--- config.mk ---
export PLATFORM = sky130hd
export DESIGN_NAME = od_gpio_pair
export DESIGN_NICKNAME = d
export VERILOG_FILES = /design/src/rtl/od_gpio_pkg.sv /design/src/rtl/od_gpio_fsm.sv /design/src/rtl/od_gpio_regs.sv /design/src/rtl/od_gpio_sync.sv /design/src/rtl/od_gpio_pair.sv
export SDC_FILE = /design/constraint.sdc
export NUM_CORES = 1
export LEC_CHECK = 0
export CAP_MARGIN = 40
export CORE_MARGIN = 2
export CORE_UTILIZATION = 40
export CTS_CLUSTER_SIZE = 28
export DETAILED_ROUTE_END_ITERATION = 8
export PLACE_DENSITY = 0.81
export SETUP_SLACK_MARGIN = 0.1
export SYNTH_ARGS = -nofsm -noshare
export SYNTH_HDL_FRONTEND = slang
export SYNTH_HIERARCHICAL = 1
export SYNTH_SLANG_ARGS = --single-unit
export TNS_END_PERCENT = 1
--- constraint.sdc ---
create_clock -name clk -period 2.5 [get_ports clk]
set_clock_uncertainty 0.05 [all_clocks]
set_input_delay 0.5 -clock clk [delete_from_list [all_inputs] [get_ports clk]]
set_output_delay 0.5 -clock clk [all_outputs]
set_load 0.01 [all_outputs]
--- src/rtl/od_gpio_pkg.sv ---
package od_gpio_pkg;

    typedef enum logic [1:0] {
        ST_IDLE    = 2'd0,
        ST_CLR_VAL = 2'd1,
        ST_CLR_EN  = 2'd2,
        ST_OWNED   = 2'd3
    } own_state_t;

    localparam logic [1:0] ADDR_MASK  = 2'd0;
    localparam logic [1:0] ADDR_DRIVE = 2'd1;
    localparam logic [1:0] ADDR_STATE = 2'd2;
    localparam logic [1:0] ADDR_LEVEL = 2'd3;

endpackage

--- src/rtl/od_gpio_fsm.sv ---
module od_gpio_fsm
    import od_gpio_pkg::*;
(
    input  logic       clk,
    input  logic       rst_n,
    input  logic       mask_any_nxt,
    output own_state_t state_q,
    output logic       drive_ok,
    output logic       en_clr
);

    own_state_t state_d;

    always_comb begin
        state_d = state_q;
        unique case (state_q)
            ST_IDLE:    if (mask_any_nxt) state_d = ST_CLR_VAL;
            ST_CLR_VAL: state_d = mask_any_nxt ? ST_CLR_EN : ST_IDLE;
            ST_CLR_EN:  state_d = mask_any_nxt ? ST_OWNED  : ST_IDLE;
            ST_OWNED:   if (!mask_any_nxt) state_d = ST_IDLE;
        endcase
    end

    always_ff @(posedge clk or negedge rst_n) begin
        if (!rst_n) state_q <= ST_IDLE;
        else        state_q <= state_d;
    end

    always_comb begin
        drive_ok = 1'b0;
        en_clr   = 1'b0;
        unique case (state_q)
            ST_IDLE:    en_clr = 1'b1;
            ST_CLR_VAL: ;
            ST_CLR_EN:  en_clr = 1'b1;
            ST_OWNED:   drive_ok = 1'b1;
        endcase
    end

    AST_CLAIM_FROM_IDLE: assert property (@(posedge clk) disable iff (!rst_n)
        (state_q == ST_IDLE) |=> (state_q == ST_IDLE || state_q == ST_CLR_VAL));
    AST_VAL_BEFORE_EN: assert property (@(posedge clk) disable iff (!rst_n)
        (state_q == ST_CLR_VAL) |=> (state_q != ST_OWNED));

endmodule

--- src/rtl/od_gpio_regs.sv ---
module od_gpio_regs
    import od_gpio_pkg::*;
#(
    parameter int NPINS = 2,
    parameter int DW    = 8
) (
    input  logic             clk,
    input  logic             rst_n,
    input  logic             we,
    input  logic [1:0]       addr,
    input  logic [DW-1:0]    wdata,
    input  logic             drive_ok,
    input  logic             en_clr,
    output logic [NPINS-1:0] mask_q,
    output logic [NPINS-1:0] en_q,
    output logic             mask_any_nxt
);

    logic [NPINS-1:0] sel, val, wbits, mask_d, en_d;

    assign sel = wdata[NPINS +: NPINS];
    assign val = wdata[NPINS-1:0];

    always_comb begin
        mask_d = mask_q;
        if (we && addr == ADDR_MASK)
            mask_d = (mask_q & ~sel) | (val & sel);
        wbits = (we && addr == ADDR_DRIVE && drive_ok) ? (sel & mask_q) : '0;
        en_d  = (en_q & ~wbits) | (~val & wbits);
        if (en_clr) en_d = '0;
        en_d = en_d & mask_d;
    end

    assign mask_any_nxt = |mask_d;

    always_ff @(posedge clk or negedge rst_n) begin
        if (!rst_n) begin
            mask_q <= '0;
            en_q   <= '0;
        end else begin
            mask_q <= mask_d;
            en_q   <= en_d;
        end
    end

    AST_EN_WITHIN_MASK: assert property (@(posedge clk) disable iff (!rst_n)
        ((en_q & ~mask_q) == '0));
    AST_NO_SET_UNOWNED: assert property (@(posedge clk) disable iff (!rst_n)
        (!drive_ok) |=> ((en_q & ~$past(en_q)) == '0));
    AST_MASK_RMW: assert property (@(posedge clk) disable iff (!rst_n)
        (we && addr == ADDR_MASK) |=>
        ((mask_q & ~$past(wdata[NPINS +: NPINS])) == ($past(mask_q) & ~$past(wdata[NPINS +: NPINS]))));

endmodule

--- src/rtl/od_gpio_sync.sv ---
module od_gpio_sync #(
    parameter int NPINS = 2
) (
    input  logic             clk,
    input  logic             rst_n,
    input  logic [NPINS-1:0] raw,
    output logic [NPINS-1:0] synced
);

    logic [NPINS-1:0] stage1;
    logic [1:0]       warm_q;

    genvar g;
    generate
        for (g = 0; g < NPINS; g++) begin : g_pin
            always_ff @(posedge clk or negedge rst_n) begin
                if (!rst_n) begin
                    stage1[g] <= 1'b1;
                    synced[g] <= 1'b1;
                end else begin
                    stage1[g] <= raw[g];
                    synced[g] <= stage1[g];
                end
            end
        end
    endgenerate

    always_ff @(posedge clk or negedge rst_n) begin
        if (!rst_n)             warm_q <= '0;
        else if (warm_q != 2'd3) warm_q <= warm_q + 2'd1;
    end

    AST_SYNC_LAG: assert property (@(posedge clk) disable iff (!rst_n)
        (warm_q >= 2'd2) |-> (synced == $past(raw, 2)));

endmodule

--- src/rtl/od_gpio_pair.sv ---
module od_gpio_pair
    import od_gpio_pkg::*;
#(
    parameter int NPINS = 2,
    parameter int DW    = 8
) (
    input  logic             clk,
    input  logic             rst_n,
    input  logic             reg_we,
    input  logic [1:0]       reg_addr,
    input  logic [DW-1:0]    reg_wdata,
    output logic [DW-1:0]    reg_rdata,
    input  logic [NPINS-1:0] line_in,
    output logic [NPINS-1:0] line_oe,
    output logic [NPINS-1:0] line_out
);

    localparam int PADW = DW - NPINS;

    own_state_t       state_q;
    logic             drive_ok, en_clr, mask_any_nxt;
    logic [NPINS-1:0] mask_q, en_q, level_q;

    od_gpio_fsm u_fsm (
        .clk          (clk),
        .rst_n        (rst_n),
        .mask_any_nxt (mask_any_nxt),
        .state_q      (state_q),
        .drive_ok     (drive_ok),
        .en_clr       (en_clr)
    );

    od_gpio_regs #(.NPINS(NPINS), .DW(DW)) u_regs (
        .clk          (clk),
        .rst_n        (rst_n),
        .we           (reg_we),
        .addr         (reg_addr),
        .wdata        (reg_wdata),
        .drive_ok     (drive_ok),
        .en_clr       (en_clr),
        .mask_q       (mask_q),
        .en_q         (en_q),
        .mask_any_nxt (mask_any_nxt)
    );

    od_gpio_sync #(.NPINS(NPINS)) u_sync (
        .clk    (clk),
        .rst_n  (rst_n),
        .raw    (line_in),
        .synced (level_q)
    );

    assign line_oe  = en_q;
    assign line_out = '0;

    always_comb begin
        unique case (reg_addr)
            ADDR_MASK:  reg_rdata = {{PADW{1'b0}}, mask_q};
            ADDR_DRIVE: reg_rdata = {{PADW{1'b0}}, en_q};
            ADDR_STATE: reg_rdata = {{(DW-2){1'b0}}, state_q};
            ADDR_LEVEL: reg_rdata = {{PADW{1'b0}}, level_q};
        endcase
    end

    AST_DRIVE_ONLY_OWNED: assert property (@(posedge clk) disable iff (!rst_n)
        (line_oe != '0) |-> (state_q == ST_OWNED));

endmodule

## Word-level counts from Yosys, hierarchy flattened

Index checks and enable logic that the tools add are counted.

| storage, ports and cells | value |
|---|---|
| register bits after elaboration | 10 |
| bits of input ports | 15 |
| output and inout bits | 12 |
| logic and storage cells | 45 |

| cells by class | value |
|---|---|
| equality and inequality tests | 8 |
| mux-type cells | 11 |
| bitwise gates (word level) | 11 |
| reductions and logical operators | 8 |

Operator list:

| cell | count |
|---|---|
| $pmux 8 s4 | 1 |
| $mux 2 | 7 |
| $and 2x2->2 | 6 |
| $eq 2x2->1 const B | 4 |
| $pmux 2 s4 | 1 |
| $not 2->2 | 3 |
| $eq 2x1->1 const B | 2 |
| $logic_not 2->1 | 2 |
| $or 2x2->2 | 2 |
| $reduce_or 2->1 | 2 |
| $logic_and 1x1->1 | 3 |
| $mux 1 | 2 |
| $ne 2x1->1 const B | 1 |
| $ne 2x2->1 const B | 1 |
| $reduce_and 2->1 | 1 |

## Longest topological paths before layout

Gate-level depths: netlist (run 1).

| logic depth | value |
|---|---|
| word-level depth | 9 |
| depth in mapped cells | 4 |
| depth with buffers taken out | 4 |

## Modules after synthesis

The synthesis (run 1) kept the hierarchy.

Modules (own cells, without submodules):

| module | times used | cells each | area each (um2) | sequential area each (um2) |
|---|---|---|---|---|
| od_gpio_regs | 1 | 22 | 227.7 | 100.1 |
| od_gpio_pair | 1 | 11 | 116.4 | 0.0 |
| od_gpio_sync | 1 | 4 | 105.1 | 105.1 |
| od_gpio_fsm | 1 | 6 | 76.3 | 50.0 |

## Worst setup path before layout (run 1)

No wires, ideal clock.

| path | value |
|---|---|
| path type | input port to output port |
| from | in reg_addr[0] |
| to | out reg_rdata[0] |
| arrival time | 1079 ps |
| data required time | 1950 ps |
| setup slack | 871 ps |
| stages | 1 |
| buffers on the path | 0 |
| cells stage by stage | mux4_1 |

| between the ends | value |
|---|---|
| longest elaborated chain between the ends | 2 |
| elaborated cells between the ends (all ways) | 5 |
| those cells by class | eq/ne: 3; mux: 1; reduce/logical: 1 |

Ends and longest elaborated chain:

| what | RTL line | source |
|---|---|---|
| start, declared | od_gpio_pair.sv:10 | `input logic [1:0] reg_addr,` |
| $eq 2x2->1 (tied with other cells) | od_gpio_pair.sv:57 | `unique case (reg_addr)` |
| $pmux 8 s4 * | od_gpio_pair.sv:57 |  |
| end, declared | od_gpio_pair.sv:12 | `output logic [DW-1:0] reg_rdata,` |

Mark *: on every way between the ends. The rest lies on a longest branch, timed or not. The select of a mux whose other input is x is not followed.

## Final worst setup path (run 1)

| path | value |
|---|---|
| from | in reg_addr[0] |
| to | out reg_rdata[1] |

Same word-level chain as after synthesis.

==> results of run 1 <==
==> cell usage in the layout (no fill, tap or decap) <==
cell type	Yosys	final
clkbuf_8	0	1
and4b_4	1	1
dlymetal6s2s_1	0	1
nand4_1	2	2
dlygate4sd2_1	0	1
nand2_1	1	1
and4bb_2	2	2
dfstp_2	4	4
mux4_1	2	2
o21a_1	2	2
nor2_1	2	2
inv_1	4	4
a21oi_1	2	2
a311o_1	2	2
inv_2	1	1
clkbuf_4	0	3
dfrtp_1	6	6
clkdlybuf4s15_1	0	1
conb_1	1	8
and2_2	1	1
mux2i_1	2	2
clkdlybuf4s50_1	0	11
==> what timing repair did <==
action / in CTS / in global routing
hold endpoints to repair: 0 / 0
resized for setup: 2 / 2
endpoints found under the setup margin: 2 / 1
pin swaps: 0 / 0
==> final timing paths <==
kind                                                     end  slack [ns]  depth (start not counted)
worst min-delay path              u_sync/synced[1]$_DFF_PN1_        0.31                          0
max in group asynchronous         u_sync/synced[0]$_DFF_PN1_        1.59                          1
worst max-delay path                            reg_rdata[1]        0.34                          3
worst min register to register    u_sync/synced[1]$_DFF_PN1_        0.31                          0
min in group asynchronous       u_fsm/state_q[1]$_DFFE_PN0P_        0.49                          1
worst max register to register      u_regs/en_q[1]$_DFF_PN0_        1.08                          4
==> through the flow <==
| step | power (uW) | area, sq um | setup slack (ns) | instances | utilization (%) |
|---|---|---|---|---|---|
| final | 472 | 688 | 0.340 | 75 | 54.2 |
| after global routing | 504 | 688 | 0.272 | 75 | 54.2 |
| after CTS | 482 | 684 | 0.102 | 75 | 53.9 |
| after detailed placement | 340 | 651 | -0.178 | 71 | 51.3 |
| after global placement | 336 | 651 | -0.168 | 71 | 51.3 |
| after floorplan | 297 | 552 | 0.871 | 50 | - |
==> cell families (layout without fill, tap and decap cells) <==
family,Yosys count,in the layout,synth area share [%]
buffers and inverters,13,23,15.0
DFF,10,10,48.6
and+or+nand+nor,9,9,13.3
AOI/OAI and AO/OA,6,6,8.57
muxes,4,4,13.8
other,1,8,0.714
==> sequential cells by signal, indices dropped and copies added (netlist names) <==
name	count
u_fsm/state_q	2
u_regs/mask_q	2
u_regs/en_q	2
u_sync/stage1	2
u_sync/synced	2
==> where the power goes <==
part	internal, uW	leakage, uW	switching, uW	total (uW)
sequential	192	0.000118	23.8	215
combinational	64.1	0.000170	52.1	116
clock	88.3	0.0000210	52.3	141
==> cell type report <==
| type | instances | area [sq um] |
|---|---|---|
| clock buffer | 4 | 36.3 |
| fill | 117 | 581 |
| inverter | 5 | 18.8 |
| tap | 15 | 18.8 |
| multi-input combinational | 27 | 218 |
| timing repair buffer | 14 | 141 |
| sequential | 10 | 255 |
==> critical path, delay by kind of cell <==
family,cells,cell delay (ns)
buffers and inverters,2,0.56
multiplexers,1,0.55
==> cells in the mapped netlist <==
library cell | instances | area, sq um
a21oi_1 | 2 | 10.0
a311o_1 | 2 | 20.0
and2_2 | 1 | 7.51
and4b_4 | 1 | 13.8
and4bb_2 | 2 | 25.0
buf_4 | 8 | 60.1
conb_1 | 1 | 3.75
dfrtp_1 | 6 | 150
dfstp_2 | 4 | 105
inv_1 | 4 | 15.0
inv_2 | 1 | 3.75
mux2i_1 | 2 | 20.0
mux4_1 | 2 | 52.6
nand2_1 | 1 | 3.75
nand4_1 | 2 | 12.5
nor2_1 | 2 | 7.51
o21a_1 | 2 | 15.0
==> layer usage <==
metal	vias up	GRT usage, %	routed length, microns
met4	0	10.0	19
met5	-	0	0
li1	173	-	-
met2	20	15.7	361
met3	2	3.33	63
met1	161	15.2	315
==> key figures, run 1 <==
STA
  • Final Max Tran Viols: 0
  • Setup tns final: 0 ns
  • Crit share post-route: ~86%
  • Minimum clock period: between 2 and 2.5 ns
  • Count of final setup violators: 0
  • RSZ-0062 raised after global routing: no
  • Peak Freq: between 0.4 and 0.5 GHz
  • Fin. Hold Viols: 0
  • Hold WS: between 0.3 and 0.4 ns

Critical path
  • CP Max Fanout: 5
  • Cells along the critical path: clkdlybuf4s15_1 > mux4_1 > dlygate4sd2_1
  • Critical Path Source: reg_addr[0]
  • Reg-to-Reg Start: u_fsm/state_q[0]$_DFFE_PN0P_
  • CP arrival: about 1.6 ns
  • CP Launch Type: input pin
  • WP data required: between 1.5 and 2 ns
  • CP peak stage delay: 0.55 ns
  • Crit path max-delay cell type: mux4_1
  • Endpoint type of the worst setup path: primary output
  • Worst setup path class: input pin to primary output

Clock tree
  • TritonCTS clock tree: yes
  • Root buf cell: clkbuf_4
  • Clock Latency Late Sink: approximately 0.26 ns
  • Clock buffer depth: 2
  • Clock tree sinks: 10
  • Cts hold-fix bufs: 0
  • TritonCTS Buffers: 3
  • Postcts setup bufs: 0
  • CTS clk-pin slew, worst paths: about 0.060 ns
  • CTS H-tree depth: 1

Run
  • Max-cap violations: 0

Logic synthesis
  • Post-synthesis cell type count: 17
  • Seq/Total Area, Yosys: between 40% and 50%
  • Yosys reg bits: 10
  • Ys Warns: 6
  • Average size of a mapped cell: 12.2 sq um
  • Mapped Cells: 43
  • Synthesized area: approximately 530 sq um

Placed design
  • Gpl congestion: 0.797
  • HPWL after DPL: 635 microns
  • PortBufs: 14

Global route
  • First-pass GRT wire length: between 1000 and 1500 microns
  • Largest net degree at the start of global routing: 11
  • Vias in the first global route: 280
  • Overall Global Routing Usage: a little under an eighth
  • GRT overflow: 0
  • Initial antenna violation count: 0

Floorplanning
  • Core Region: about 1300 sq um
  • # IOs: 27
  • Die span in x: between 40 and 50 microns
  • Initial Utilization: 41.4%
  • Die ar.: between 1500 and 2000 sq um
  • Cell row count: 13
  • Die Y: between 40 and 50 microns

Route
  • Drt total wl: between 700 and 800 microns
  • Remaining DRCs: 0
  • Drt pass-1 iters: 4
  • Vias/cell: about 4.7
  • DRT iter0 DRCs: 4
  • Final ANT Viol Nets: 0
  • Total number of vias: around 360
  • Wirelength per Cell: between 10 and 15 microns

Cells and area
  • Fraction of layout cells with a size suffix above 1: a little over a fifth
  • Diode count: 0
  • Synth-to-layout area growth: 31.0%
  • Net count, final: 76

Power and ir drop
  • Total power per unit cell area: 686 nW/um^2
  • Peak VDD IR: 0.000322 V
  • Pleak: slightly above 0.0003 uW

Min path
  • Hold_sp: u_sync/stage1[1]$_DFF_PN1_
  • Min-Delay Path Class: flip-flop to flip-flop

Run status
  • Outcome: finished clean
No activity file was read; power rests on OpenSTA's default activity.
==> inputs of run 2 (changes only) <==
--- a/config.mk
+++ b/config.mk
@@ -8,7 +8,8 @@
 export CAP_MARGIN = 40
 export CORE_MARGIN = 2
 export CORE_UTILIZATION = 40
-export CTS_CLUSTER_SIZE = 28
+export CTS_CLUSTER_DIAMETER = 200
+export CTS_CLUSTER_SIZE = 24
 export DETAILED_ROUTE_END_ITERATION = 8
 export PLACE_DENSITY = 0.81
 export SETUP_SLACK_MARGIN = 0.1
==> results of run 2 <==
No change in the layout: final DEF, timing and power equal those of run 1.
==> inputs of run 3 (changes only) <==
--- a/config.mk
+++ b/config.mk
@@ -7,11 +7,10 @@
 export LEC_CHECK = 0
 export CAP_MARGIN = 40
 export CORE_MARGIN = 2
-export CORE_UTILIZATION = 40
+export CORE_UTILIZATION = 30
 export CTS_CLUSTER_DIAMETER = 200
 export CTS_CLUSTER_SIZE = 24
 export DETAILED_ROUTE_END_ITERATION = 8
-export PLACE_DENSITY = 0.81
 export SETUP_SLACK_MARGIN = 0.1
 export SYNTH_ARGS = -nofsm -noshare
 export SYNTH_HDL_FRONTEND = slang
==> run 3 against run 2 <==
Routed wire length is 19% higher. Sequential power hardly changed. Combinational power increased by 5%. Largest power group unchanged. Worst hold slack got worse by 0.0020 ns. Clock power down 21%. Maximum frequency decreased by 2.0%. Largest cell class unchanged. First-iteration DRC count shrank 25%. Sequential share of layout area decreased by 0.33 points. Total power down 4.9%. Non-clock buffer count up 2.
==> key figures, run 3 (synthesized netlist as in run 1, its figures left out) <==
Floorplanning
  • Die ar.: 2100 sq um (was 1620 sq um)
  • Initial Utilization: 31.1% (was 41.4%)
  • Die Y: 45.9 microns (was 40.2 microns)
  • Cell row count: 15 (was 13)
  • Die span in x: 45.9 microns (was 40.2 microns)
  • Core Region: 1690 sq um (was 1270 sq um)
  • # IOs: 27 (unchanged)

Placed design
  • Cell Area, Placed: 668 sq um (was 651 sq um)
  • PortBufs: 14 (unchanged)
  • Gpl congestion: 0.686 (was 0.797)
  • Inst Count DP: 75 (was 71)
  • HPWL after DPL: 732 microns (was 635 microns)
  • Pre-CTS WS: -0.179 ns (was -0.178 ns)

Critical path
  • Worst r2r path cells: 4 (unchanged)
  • Critical Path Source: reg_addr[0] (unchanged)
  • Worst setup path class: input pin to primary output (unchanged)
  • CP arrival: 1.65 ns (was 1.61 ns)
  • WP data required: 1.95 ns (about the same)
  • CP Max Fanout: 3 (was 5)
  • Reg-to-Reg Start: u_fsm/state_q[0]$_DFFE_PN0P_ (unchanged)
  • Endpoint type of the worst setup path: primary output (unchanged)
  • CP Launch Type: input pin (unchanged)

Global route
  • Vias in the first global route: 369 (was 280)
  • First-pass GRT wire length: 1500 microns (was 1130 microns)
  • Largest net degree at the start of global routing: 11 (unchanged)
  • GRT overflow: 0 (unchanged)
  • Overall Global Routing Usage: 10.6% (was 11.7%)
  • Initial antenna violation count: 0 (unchanged)

Route
  • Vias/cell: 4.54 (was 4.75)
  • Drt total wl: 904 microns (was 759 microns)
  • DRT iter0 DRCs: 3 (was 4)
  • Drt pass-1 iters: 2 (was 4)
  • Total number of vias: 359 (was 356)
  • Wirelength per Cell: 11.4 microns (was 10.1 microns)
  • Final ANT Viol Nets: 0 (unchanged)
  • Remaining DRCs: 0 (unchanged)

Clock tree
  • Clock Latency Late Sink: 0.26 ns (about the same)
  • CTS clk-pin slew, worst paths: 0.06 ns (about the same)
  • TritonCTS clock tree: yes (unchanged)
  • CTS resizes: 2 (unchanged)
  • CTS H-tree depth: 1 (unchanged)
  • Root buf cell: clkbuf_4 (unchanged)
  • Clock tree sinks: 10 (unchanged)
  • Postcts setup bufs: 0 (unchanged)
  • Clock buffer depth: 2 (unchanged)
  • TritonCTS Buffers: 3 (unchanged)
  • Cts hold-fix bufs: 0 (unchanged)

Cells and area
  • Design area: 694 sq um (was 688 sq um)
  • Fill cells: 170 (was 117)
  • Multi-input gate area: 218 sq um (unchanged)
  • Commonest non-fill, non-tap cell in the layout: clkdlybuf4s50_1 (unchanged)
  • Sequential Area: 255 sq um (unchanged)
  • Most frequent cells in the layout: 11 x clkdlybuf4s50_1, 8 x conb_1, 6 x dfrtp_1 (unchanged)
  • Diode count: 0 (unchanged)
  • Synth-to-layout area growth: 32.1% (was 31.0%)
  • Fraction of layout cells with a size suffix above 1: 22.6% (was 21.7%)
  • Fin cells: 79 (was 75)
  • Net count, final: 78 (was 76)
  • Final Util: 41.1% (was 54.2%)

Power and ir drop
  • Total power per unit cell area: 647 nW/um^2 (was 686 nW/um^2)
  • Peak VDD IR: 0.000336 V (was 0.000322 V)
  • Pleak: 0.000312 uW (was 0.000308 uW)

Min path
  • Hold_sp: u_sync/stage1[1]$_DFF_PN1_ (unchanged)
  • Hold Path Depth: 0 (unchanged)
  • Min-Delay Path Class: flip-flop to flip-flop (unchanged)

Run status
  • Outcome: finished clean (unchanged)

STA
  • Fin. Hold Viols: 0 (unchanged)
  • RSZ-0062 raised after global routing: no (unchanged)
  • Count of final setup violators: 0 (unchanged)
  • Setup WS post-layout: 0.297 ns (was 0.340 ns)
  • Hold WS: 0.304 ns (was 0.306 ns)
  • Minimum clock period: 2.20 ns (was 2.16 ns)
  • Final Max Tran Viols: 0 (unchanged)
  • Crit share post-route: 88.1% (was 86.4%)
  • Peak Freq: 0.454 GHz (was 0.463 GHz)

Run
  • Max-cap violations: 0 (unchanged)
[run 3: cell types whose count changed in the layout (fill, tap and decap cells not counted)]
cell / delta
clkdlybuf4s15_1: -1
clkbuf_1: +1
buf_4: +2
clkbuf_8: -1
dlygate4sd2_1: +1
[run 3: cell type report]
type / count / area share (%)
Sequential cell: 10 / 36.8
Multi-Input combinational cell: 27 / 31.4
Clock buffer: 4 / 3.78
Timing Repair Buffer: 16 / 22.3
Tap cell: 17 / 3.06
Inverter: 5 / 2.70
[run 3: layer usage]
layer	up-vias	global-route usage (%)	part of all wire, %
li1	175	-	-
met1	166	13.1	44
met2	18	15.8	47
met3	0	1.98	8.8
met4	0	8.57	0
met5	-	0	0
[run 3: critical path, cell delays in order]
cell	delay (ns)
dlygate4sd2_1	0.28
mux4_1	0.57
dlygate4sd2_1	0.30
[run 3: path summary, 6_finish.rpt]
path                                         endpoint  slack [ns]
max in group asynchronous  u_sync/synced[0]$_DFF_PN1_        1.58
max                                      reg_rdata[1]        0.30
max reg2reg                  u_regs/en_q[1]$_DFF_PN0_        1.09
min                        u_sync/synced[1]$_DFF_PN1_        0.30
min in group asynchronous  u_regs/mask_q[1]$_DFF_PN0_        0.48
min reg2reg                u_sync/synced[1]$_DFF_PN1_        0.30
[run 3: power by group]
group,internal (uW),switching (uW),total (uW)
Sequential,192,24.1,216
Combinational,65.9,55.8,122
Clock,61.4,50.6,112
Total,319,130,449
[run 3: metrics by stage]
step	TNS, ns	power, uW
after floorplan	0	297
after global placement	-0.324	343
after detailed placement	-0.324	346
after CTS	0	459
after global routing	0	486
final	0	449
